### config.mk
export PLATFORM = sky130hd
export DESIGN_NAME = flash_rate_gen
export DESIGN_NICKNAME = d
export VERILOG_FILES = /design/src/rtl/flash_rate_pkg.sv /design/src/rtl/flash_cfg_regs.sv /design/src/rtl/flash_ext_sync.sv /design/src/rtl/flash_divider.sv /design/src/rtl/flash_rate_gen.sv
export SDC_FILE = /design/constraint.sdc
export NUM_CORES = 1
export LEC_CHECK = 0
export BUFFER_PORTS_ARGS = -buffer_cell sky130_fd_sc_hd__buf_2
export CORE_ASPECT_RATIO = 1.5
export CORE_MARGIN = 10
export CORE_UTILIZATION = 57
export CTS_BUF_LIST = sky130_fd_sc_hd__clkbuf_8
export CTS_CLUSTER_SIZE = 30
export DETAILED_ROUTE_END_ITERATION = 8
export PLACE_DENSITY = 0.81
export SLEW_MARGIN = 30
export SYNTH_ARGS = -nofsm -noshare
export SYNTH_HDL_FRONTEND = slang
export SYNTH_HIERARCHICAL = 1
export SYNTH_SLANG_ARGS = --single-unit
### constraint.sdc
create_clock -name clk -period 2.41 [get_ports clk]
set_clock_uncertainty 0.15 [all_clocks]
set_input_delay 0.241 -clock clk [delete_from_list [all_inputs] [get_ports clk]]
set_output_delay 0.241 -clock clk [all_outputs]
set_load 0.05 [all_outputs]
### src/rtl/flash_rate_pkg.sv
package flash_rate_pkg;

  typedef enum logic [1:0] {
    CSRC_PIN  = 2'b00,
    CSRC_OSC  = 2'b01,
    CSRC_NONE = 2'b10,
    CSRC_RSVD = 2'b11
  } clk_src_e;

  localparam logic [7:0] RATE_ADDR = 8'h18;
  localparam logic [7:0] REF_ADDR  = 8'h19;
  localparam logic [7:0] REF_MASK  = 8'h0D;

  // counter bit index for a rate code on the system clock time base
  function automatic int sys_tap(input logic [1:0] code, input int base);
    case (code)
      2'b00:   return base;
      2'b01:   return base + 1;
      2'b10:   return base + 2;
      default: return base + 4;
    endcase
  endfunction

  // counter bit index for a rate code on the external time base (code 00 unused)
  function automatic int ext_tap(input logic [1:0] code);
    case (code)
      2'b01:   return 0;
      2'b10:   return 1;
      2'b11:   return 3;
      default: return 0;
    endcase
  endfunction

  // source field values that leave the system-clock chain without a clock
  function automatic logic src_halts(input logic [1:0] src_field);
    return src_field[1];
  endfunction

endpackage

### src/rtl/flash_cfg_regs.sv
module flash_cfg_regs
  import flash_rate_pkg::*;
#(
  parameter int GROUPS = 4,
  localparam int RATE_W = 2 * GROUPS
) (
  input  logic              clk,
  input  logic              rst_n,
  input  logic              wr_en,
  input  logic [7:0]        wr_addr,
  input  logic [7:0]        wr_data,
  input  logic [7:0]        rd_addr,
  output logic [7:0]        rd_data,
  output logic [RATE_W-1:0] rate_cfg,
  output logic              use_sys,
  output clk_src_e          clk_src
);

  logic [RATE_W-1:0] rate_q;
  logic              sys_q;
  logic [1:0]        src_q;

  always_ff @(posedge clk) begin
    if (!rst_n) begin
      rate_q <= '0;
      sys_q  <= 1'b0;
      src_q  <= 2'b00;
    end else if (wr_en) begin
      if (wr_addr == RATE_ADDR) rate_q <= wr_data[RATE_W-1:0];
      if (wr_addr == REF_ADDR) begin
        sys_q <= wr_data[0];
        src_q <= wr_data[3:2];
      end
    end
  end

  always_comb begin
    rd_data = 8'h00;
    if (rd_addr == RATE_ADDR) rd_data[RATE_W-1:0] = rate_q;
    else if (rd_addr == REF_ADDR) rd_data = {4'b0000, src_q, 1'b0, sys_q};
  end

  assign rate_cfg = rate_q;
  assign use_sys  = sys_q;
  assign clk_src  = clk_src_e'(src_q);

endmodule

### src/rtl/flash_ext_sync.sv
module flash_ext_sync #(
  parameter int SYNC_STAGES = 2
) (
  input  logic clk,
  input  logic rst_n,
  input  logic async_in,
  output logic sync_level,
  output logic sync_rise
);

  logic [SYNC_STAGES-1:0] stage_q;
  logic                   prev_q;

  always_ff @(posedge clk) begin
    if (!rst_n) begin
      stage_q <= '0;
      prev_q  <= 1'b0;
    end else begin
      stage_q <= {stage_q[SYNC_STAGES-2:0], async_in};
      prev_q  <= stage_q[SYNC_STAGES-1];
    end
  end

  assign sync_level = stage_q[SYNC_STAGES-1];
  assign sync_rise  = stage_q[SYNC_STAGES-1] & ~prev_q;

endmodule

### src/rtl/flash_divider.sv
module flash_divider
  import flash_rate_pkg::*;
#(
  parameter int GROUPS   = 4,
  parameter int SYS_BASE = 18,
  localparam int CNT_W   = SYS_BASE + 5,
  localparam int RATE_W  = 2 * GROUPS
) (
  input  logic              clk,
  input  logic              rst_n,
  input  logic              step,
  input  logic              halted,
  input  logic              use_sys,
  input  logic              ext_level,
  input  logic [RATE_W-1:0] rate_cfg,
  output logic [CNT_W-1:0]  cnt,
  output logic [GROUPS-1:0] wave
);

  logic [CNT_W-1:0] cnt_q;

  always_ff @(posedge clk) begin
    if (!rst_n)    cnt_q <= '0;
    else if (step) cnt_q <= cnt_q + 1'b1;
  end

  assign cnt = cnt_q;

  for (genvar g = 0; g < GROUPS; g++) begin : g_group
    logic [1:0] code;
    logic       tap_bit;
    assign code = rate_cfg[2*g +: 2];
    always_comb begin
      if (use_sys)           tap_bit = cnt_q[sys_tap(code, SYS_BASE)];
      else if (code == 2'b00) tap_bit = ext_level;
      else                    tap_bit = cnt_q[ext_tap(code)];
    end
    assign wave[g] = tap_bit & ~halted;
  end

endmodule

### src/rtl/flash_rate_gen.sv
module flash_rate_gen
  import flash_rate_pkg::*;
#(
  parameter int SYS_BASE = 18,
  localparam int GROUPS  = 4,
  localparam int CNT_W   = SYS_BASE + 5,
  localparam int RATE_W  = 2 * GROUPS
) (
  input  logic       clk,
  input  logic       rst_n,
  input  logic       wr_en,
  input  logic [7:0] wr_addr,
  input  logic [7:0] wr_data,
  input  logic [7:0] rd_addr,
  output logic [7:0] rd_data,
  input  logic       ext_flash_in,
  output logic [3:0] flash_out
);

  logic [RATE_W-1:0] rate_cfg;
  logic              use_sys;
  clk_src_e          clk_src;
  logic              ext_level;
  logic              ext_rise;
  logic              halted;
  logic              advance;
  logic [CNT_W-1:0]  div_cnt;

  flash_cfg_regs #(.GROUPS(GROUPS)) regs_i (
    .clk(clk), .rst_n(rst_n), .wr_en(wr_en), .wr_addr(wr_addr),
    .wr_data(wr_data), .rd_addr(rd_addr), .rd_data(rd_data),
    .rate_cfg(rate_cfg), .use_sys(use_sys), .clk_src(clk_src)
  );

  flash_ext_sync #(.SYNC_STAGES(2)) sync_i (
    .clk(clk), .rst_n(rst_n), .async_in(ext_flash_in),
    .sync_level(ext_level), .sync_rise(ext_rise)
  );

  assign halted  = use_sys & src_halts(clk_src);
  assign advance = use_sys ? ~halted : ext_rise;

  flash_divider #(.GROUPS(GROUPS), .SYS_BASE(SYS_BASE)) div_i (
    .clk(clk), .rst_n(rst_n), .step(advance), .halted(halted),
    .use_sys(use_sys), .ext_level(ext_level), .rate_cfg(rate_cfg),
    .cnt(div_cnt), .wave(flash_out)
  );

endmodule

## Word level (Yosys, flattened, before mapping)

Index checks and enable logic that the tools add are counted.

| cells by class | value |
|---|---|
| order comparisons | 8 |
| add/subtract/negate cells | 1 |
| multiplexer cells | 55 |
| reduce and logical (&&, ||, !) cells | 6 |
| eq/ne operators | 16 |
| bitwise operators | 8 |

Operators with widths:

| operator | number |
|---|---|
| 32-bit two-way mux | 12 |
| 32-bit by 7-bit < comparator with 1-bit output (second input constant) | 8 |
| 1-bit binary-select mux with 5-bit select | 8 |
| 3-bit case mux with 3 select lines | 4 |
| 8-bit by 5-bit equality test with 1-bit output (second input constant) | 4 |
| 1-bit two-way mux | 25 |
| 23-bit by 1-bit adder with 23-bit output (second input constant) | 1 |
| 2-bit equality test (second input constant) | 8 |
| 2-bit case mux with 2 select lines | 4 |
| 2-bit by 1-bit equality test with 1-bit output (second input constant) | 4 |
| 2-bit logical NOT | 4 |
| 8-bit two-way mux | 1 |
| 1-bit AND | 6 |
| 4-bit two-way mux | 1 |
| 2-bit AND reduction | 2 |
| 1-bit NOT | 2 |

| storage, ports and cells | value |
|---|---|
| register bits after elaboration | 37 |
| bits of input ports | 28 |
| output and inout bits | 12 |

## Longest topological paths before layout

| logic depth | value |
|---|---|
| depth in word-level cells | 10 |
| depth in mapped cells | 9 |
| gate-level depth less buffers | 7 |

## Modules after synthesis

The synthesis kept the hierarchy.

Modules (own cells, without submodules):

| module | instances | sequential area each (um^2) | area each (um^2) | cells each |
|---|---|---|---|---|
| flash_divider | 1 | 460.4 | 1333.8 | 136 |
| flash_cfg_regs | 1 | 220.2 | 571.8 | 64 |
| flash_ext_sync | 1 | 60.1 | 92.6 | 7 |
| flash_rate_gen | 1 | 0.0 | 21.3 | 3 |

## Worst setup path after synthesis

No wires, ideal clock.

| path | value |
|---|---|
| path kind | register to register |
| start | register sync_i.stage_q[1] |
| end | register div_i.cnt_q[14], in the netlist div_i/cnt[14] |
| stages on the path, launching flop included | 10 |
| library setup time | 0.070 ns |
| period minus slack after synthesis | 2.074 ns |
| path slack | 0.336 ns |
| arrival | 1.853 ns |
| cells stage by stage | dfxtp_1 -> nor2b_4 -> inv_1 -> mux2i_1 -> and4_1 -> buf_6 -> nand3_4 -> buf_6 -> or3_1 -> a21oi_1 |

| on the way | value |
|---|---|
| word-level cells in the longest chain between the ends | 2 |

Ends and longest elaborated chain:

| element | line | source |
|---|---|---|
| start: declaration | flash_ext_sync.sv:11 | `logic [SYNC_STAGES-1:0] stage_q;` |
| start signal: assignment | flash_ext_sync.sv:19 | `stage_q <= {stage_q[SYNC_STAGES-2:0], async_in};` |
| 1-bit AND | flash_ext_sync.sv:25 | `assign sync_rise = stage_q[SYNC_STAGES-1] & ~prev_q;` |
| net ext_rise | flash_rate_gen.sv:24 | `logic ext_rise;` |
| 1-bit two-way mux | flash_rate_gen.sv:41 | `assign advance = use_sys ? ~halted : ext_rise;` |
| net advance | flash_rate_gen.sv:26 | `logic advance;` |
| end signal: assignment | flash_divider.sv:24 | `else if (step) cnt_q <= cnt_q + 1'b1;` |
| end: declaration | flash_divider.sv:20 | `logic [CNT_W-1:0] cnt_q;` |

The timed path passes the listed nets, and every way through them passes these cells.
A chain may end at the register's enable or synchronous reset.

## Worst setup path in the final report

| path | value |
|---|---|
| start | register regs_i.rate_q[3], in the netlist regs_i/rate_cfg[3] |
| end | output port flash_out[1] |

| on the way | value |
|---|---|
| word-level cells in the longest chain between the ends | 10 |
| elaborated cells between the ends (all ways) | 18 |
| those cells by class | 3 x eq/ne; 13 x mux; 1 x bitwise; 1 x reduce/logical |

Ends and longest elaborated chain:

| element | line | source |
|---|---|---|
| start: declaration | flash_cfg_regs.sv:19 | `logic [RATE_W-1:0] rate_q;` |
| start signal: assignment | flash_cfg_regs.sv:29 | `if (wr_addr == RATE_ADDR) rate_q <= wr_data[RATE_W-1:0];` |
| 2-bit equality test, on equally long branches | flash_rate_pkg.sv:26, flash_rate_pkg.sv:16 |  |
| 2-bit case mux with 2 select lines | flash_rate_pkg.sv:26 | `case (code)` |
| 32-bit two-way mux | flash_divider.sv:35 | `else if (code == 2'b00) tap_bit = ext_level;` |
| 32-bit two-way mux | flash_divider.sv:34 | `if (use_sys) tap_bit = cnt_q[sys_tap(code, SYS_BASE)];` |
| 1-bit binary-select mux with 5-bit select | flash_divider.sv:36 | `else tap_bit = cnt_q[ext_tap(code)];` |
| 1-bit two-way mux (implied by the code) (2 in series) | flash_divider.sv:36 |  |
| 1-bit two-way mux | flash_divider.sv:35 |  |
| 1-bit two-way mux (*) | flash_divider.sv:34 |  |
| 1-bit AND (*) | flash_divider.sv:38 | `assign wave[g] = tap_bit & ~halted;` |
| end: declaration | flash_rate_gen.sv:17 | `output logic [3:0] flash_out` |

Every way passes the cells marked *; elsewhere a longest branch is shown, timed or not. The select of a mux whose other input is x is not followed.

==> impl_metrics.ini <==
[cts]
htreeDepth = 2
post_cts_resized = 0
cts_max_path_buffers = 2
cts_hold_buffers = 0
clk_latency_ns = 0.29
cts_tree = yes
post_cts_buffers = 0
root_buffer = clkbuf_8
numCtsBuffers = 5
clkSinkCount = 37
cts.clk_slew.worst_paths_ns = 0.07

[grt]
grt_pass1_vias = 1536
gr-total-overflow = 0
grt_max_degree = 25
antenna_found_initial = 0
grt_usage_pct = 13.8
grt_pass1_wl_um = 6910

[cells_and_area]
area_growth_pct = 15.7
nFillCells = 287
insertedDiodeCount = 0
final_nets = 279
drive_gt1_share_pct = 25.5
fin_util_pct = 68.4

[timing]
slew_violations = 0
slew_headroom_pct = 56.0
fin_crit_sh_pct = 88.7
finalHoldViolCount = 0
worst_pin_slew_ns = 0.659
clock.fmax_mhz = 468
rsz0062_at_grt = false
holdWs_ns = 0.0131
period_needed_ns = 2.14
setup_viol = 0
finalSetupTns_ns = 0
fin_ws_ns = 0.271

[logic_synthesis]
post-synth-top-area-cell = dfxtp_1
synth-edff-count = 0
yosysTopAreaCellShare_pct = 36.7
syn_nets = 239
synth_area_per_cell_um2 = 9.62
synth_common_cells = dfxtp_1, nand2_1, mux2i_1, nor2_1
synth_warnings = 6
ys.flop_type = dfxtp_1
netlist_top_cells_area = dfxtp_1, mux2i_1, mux4_1, nand2_1, mux4_2
syn_inst = 210
ys_seq_area_share_pct = 36.7
ys_seq_elements = 37
synth.most_common_cell = dfxtp_1
async_flop_share_pct = 0
ys_types = 38
syn_area_um2 = 2020

[floorplanning]
num_rows = 26
ioPinCount = 40
core_area_um2 = 3420
design.die.area_um2 = 6370
die_w_um = 68.6
start_util_pct = 59.1
die_y_um = 92.9

[drt]
drc = 0
avgRoutedWirePerCell_um = 15.0
drt-initial-drc-count = 46
wl_um = 4410
vias_per_cell = 5.66
vias = 1658
postRouteAntennaNets = 0
dr.pass1.iters = 4

[min_path]
hp-class = input port to register
worstHoldPathCells = 2

[run]
drv_cap = 0

[setup_path]
cp.arrival_ns = 1.75
crit_type = register to output pin
r2r_cells = 5
required_ns = 2.02
critical_path.max_fanout = 4
cp-start-kind = register
rrSetupSlack_ns = 0.27
endpoint_kind = output pin

[pwr]
seqPwrFrac_pct = 53.4
p_clk_share_pct = 40.3
internal-power_uw = 907
p_leak_uw = 0.000929
cellPowerDensity_nw_per_um2 = 496
ir_drop_v = 0.000451
switching_share_pct = 21.8
pwr-share-comb_pct = 6.4
switchingPower_uw = 252

[run_status]
status = completed

[placed_design]
numPortBuffers = 39
gp_congestion = 0.839
dpl_worst_slack_ns = 0.316
dpl.hpwl_um = 3350
per-stage QoR:
step	cells	area, um^2	total power, uW
2_1_floorplan	210	2020	673
3_3_place_gp	285	2240	706
3_5_place_dp	285	2240	708
4_1_cts	293	2340	1180
5_1_grt	293	2340	1220
6_report	293	2340	1160
cells in the final DEF (no fill, tap or decap), types with 2 or more instances in the layout:
master | synthesis | final
nor4_1 | 2 | 2
or3_1 | 10 | 10
xor2_1 | 6 | 6
nand2_1 | 26 | 26
a21oi_1 | 10 | 10
nor2_1 | 19 | 19
and4_1 | 3 | 3
nand3_1 | 5 | 5
dfxtp_1 | 37 | 37
buf_4 | 0 | 2
mux4_2 | 4 | 4
mux4_1 | 4 | 4
clkbuf_8 | 0 | 7
nand4_1 | 7 | 7
inv_1 | 5 | 5
and2_1 | 10 | 10
mux2i_1 | 21 | 21
and4_2 | 2 | 2
buf_2 | 1 | 39
xnor2_1 | 5 | 5
o21ai_0 | 9 | 9
layer usage:
layer	global-route usage, %	vias up	wire (um)
li1	-	841	-
met1	14.1	775	1690
met2	23.7	32	2290
met3	4.95	10	317
met4	6.57	0	103
met5	0	-	0
power groups by stage:
stage	clock (uW)	sequential [uW]	combinational [uW]
after floorplan	0	632	41.5
after global placement	0	633	73.4
after detailed placement	0	633	74.9
after CTS	482	619	75.0
after global routing	515	619	82.0
final	467	619	73.9
critical path, stage by stage, from the launching register on:
cell and delay [ns]:
dfxtp_1 0.42, mux4_1 0.60, mux2i_1 0.17, nor2_1 0.06, buf_2 0.21
kinds of logic (layout without fill, tap and decap cells):
group | count (synthesis) | after routing | synth area share (%)
and+or+nand+nor | 99 | 99 | 29.6
adders and majority gates | 1 | 1 | 0.619
xor gates and xnor gates | 11 | 11 | 4.77
DFF | 37 | 37 | 36.7
buffers and inverters | 13 | 54 | 3.22
AOI/OAI and AO/OA | 20 | 20 | 5.08
muxes | 29 | 29 | 20.1
sequential cells by signal, indices dropped and copies added, names as in the netlist:
name and count:
div_i/cnt 23, regs_i/rate_cfg 8, regs_i/clk_src 2, sync_i/stage_q 2, regs_i/use_sys 1, sync_i/prev_q 1
worst paths after layout:
kind	start	endpoint
worst max register to register	regs_i/use_sys	div_i/cnt[16]
worst min register to register	sync_i/stage_q[0]	sync_i/stage_q[1]
worst max-delay path	regs_i/rate_cfg[3]	flash_out[1]
worst min-delay path	ext_flash_in	sync_i/stage_q[0]
layout make-up:
type                       instances  area, um^2  area share [%]
sequential                        37         741            31.7
clock buffer                       7        96.3            4.12
clock inverter                     1        5.00           0.214
timing repair buffer              41         210            8.99
multi-input combinational        160        1210            51.9
inverter                           5        18.8           0.803
tap                               42        52.6            2.25
Note: power is estimated with default switching activity, not from simulation.
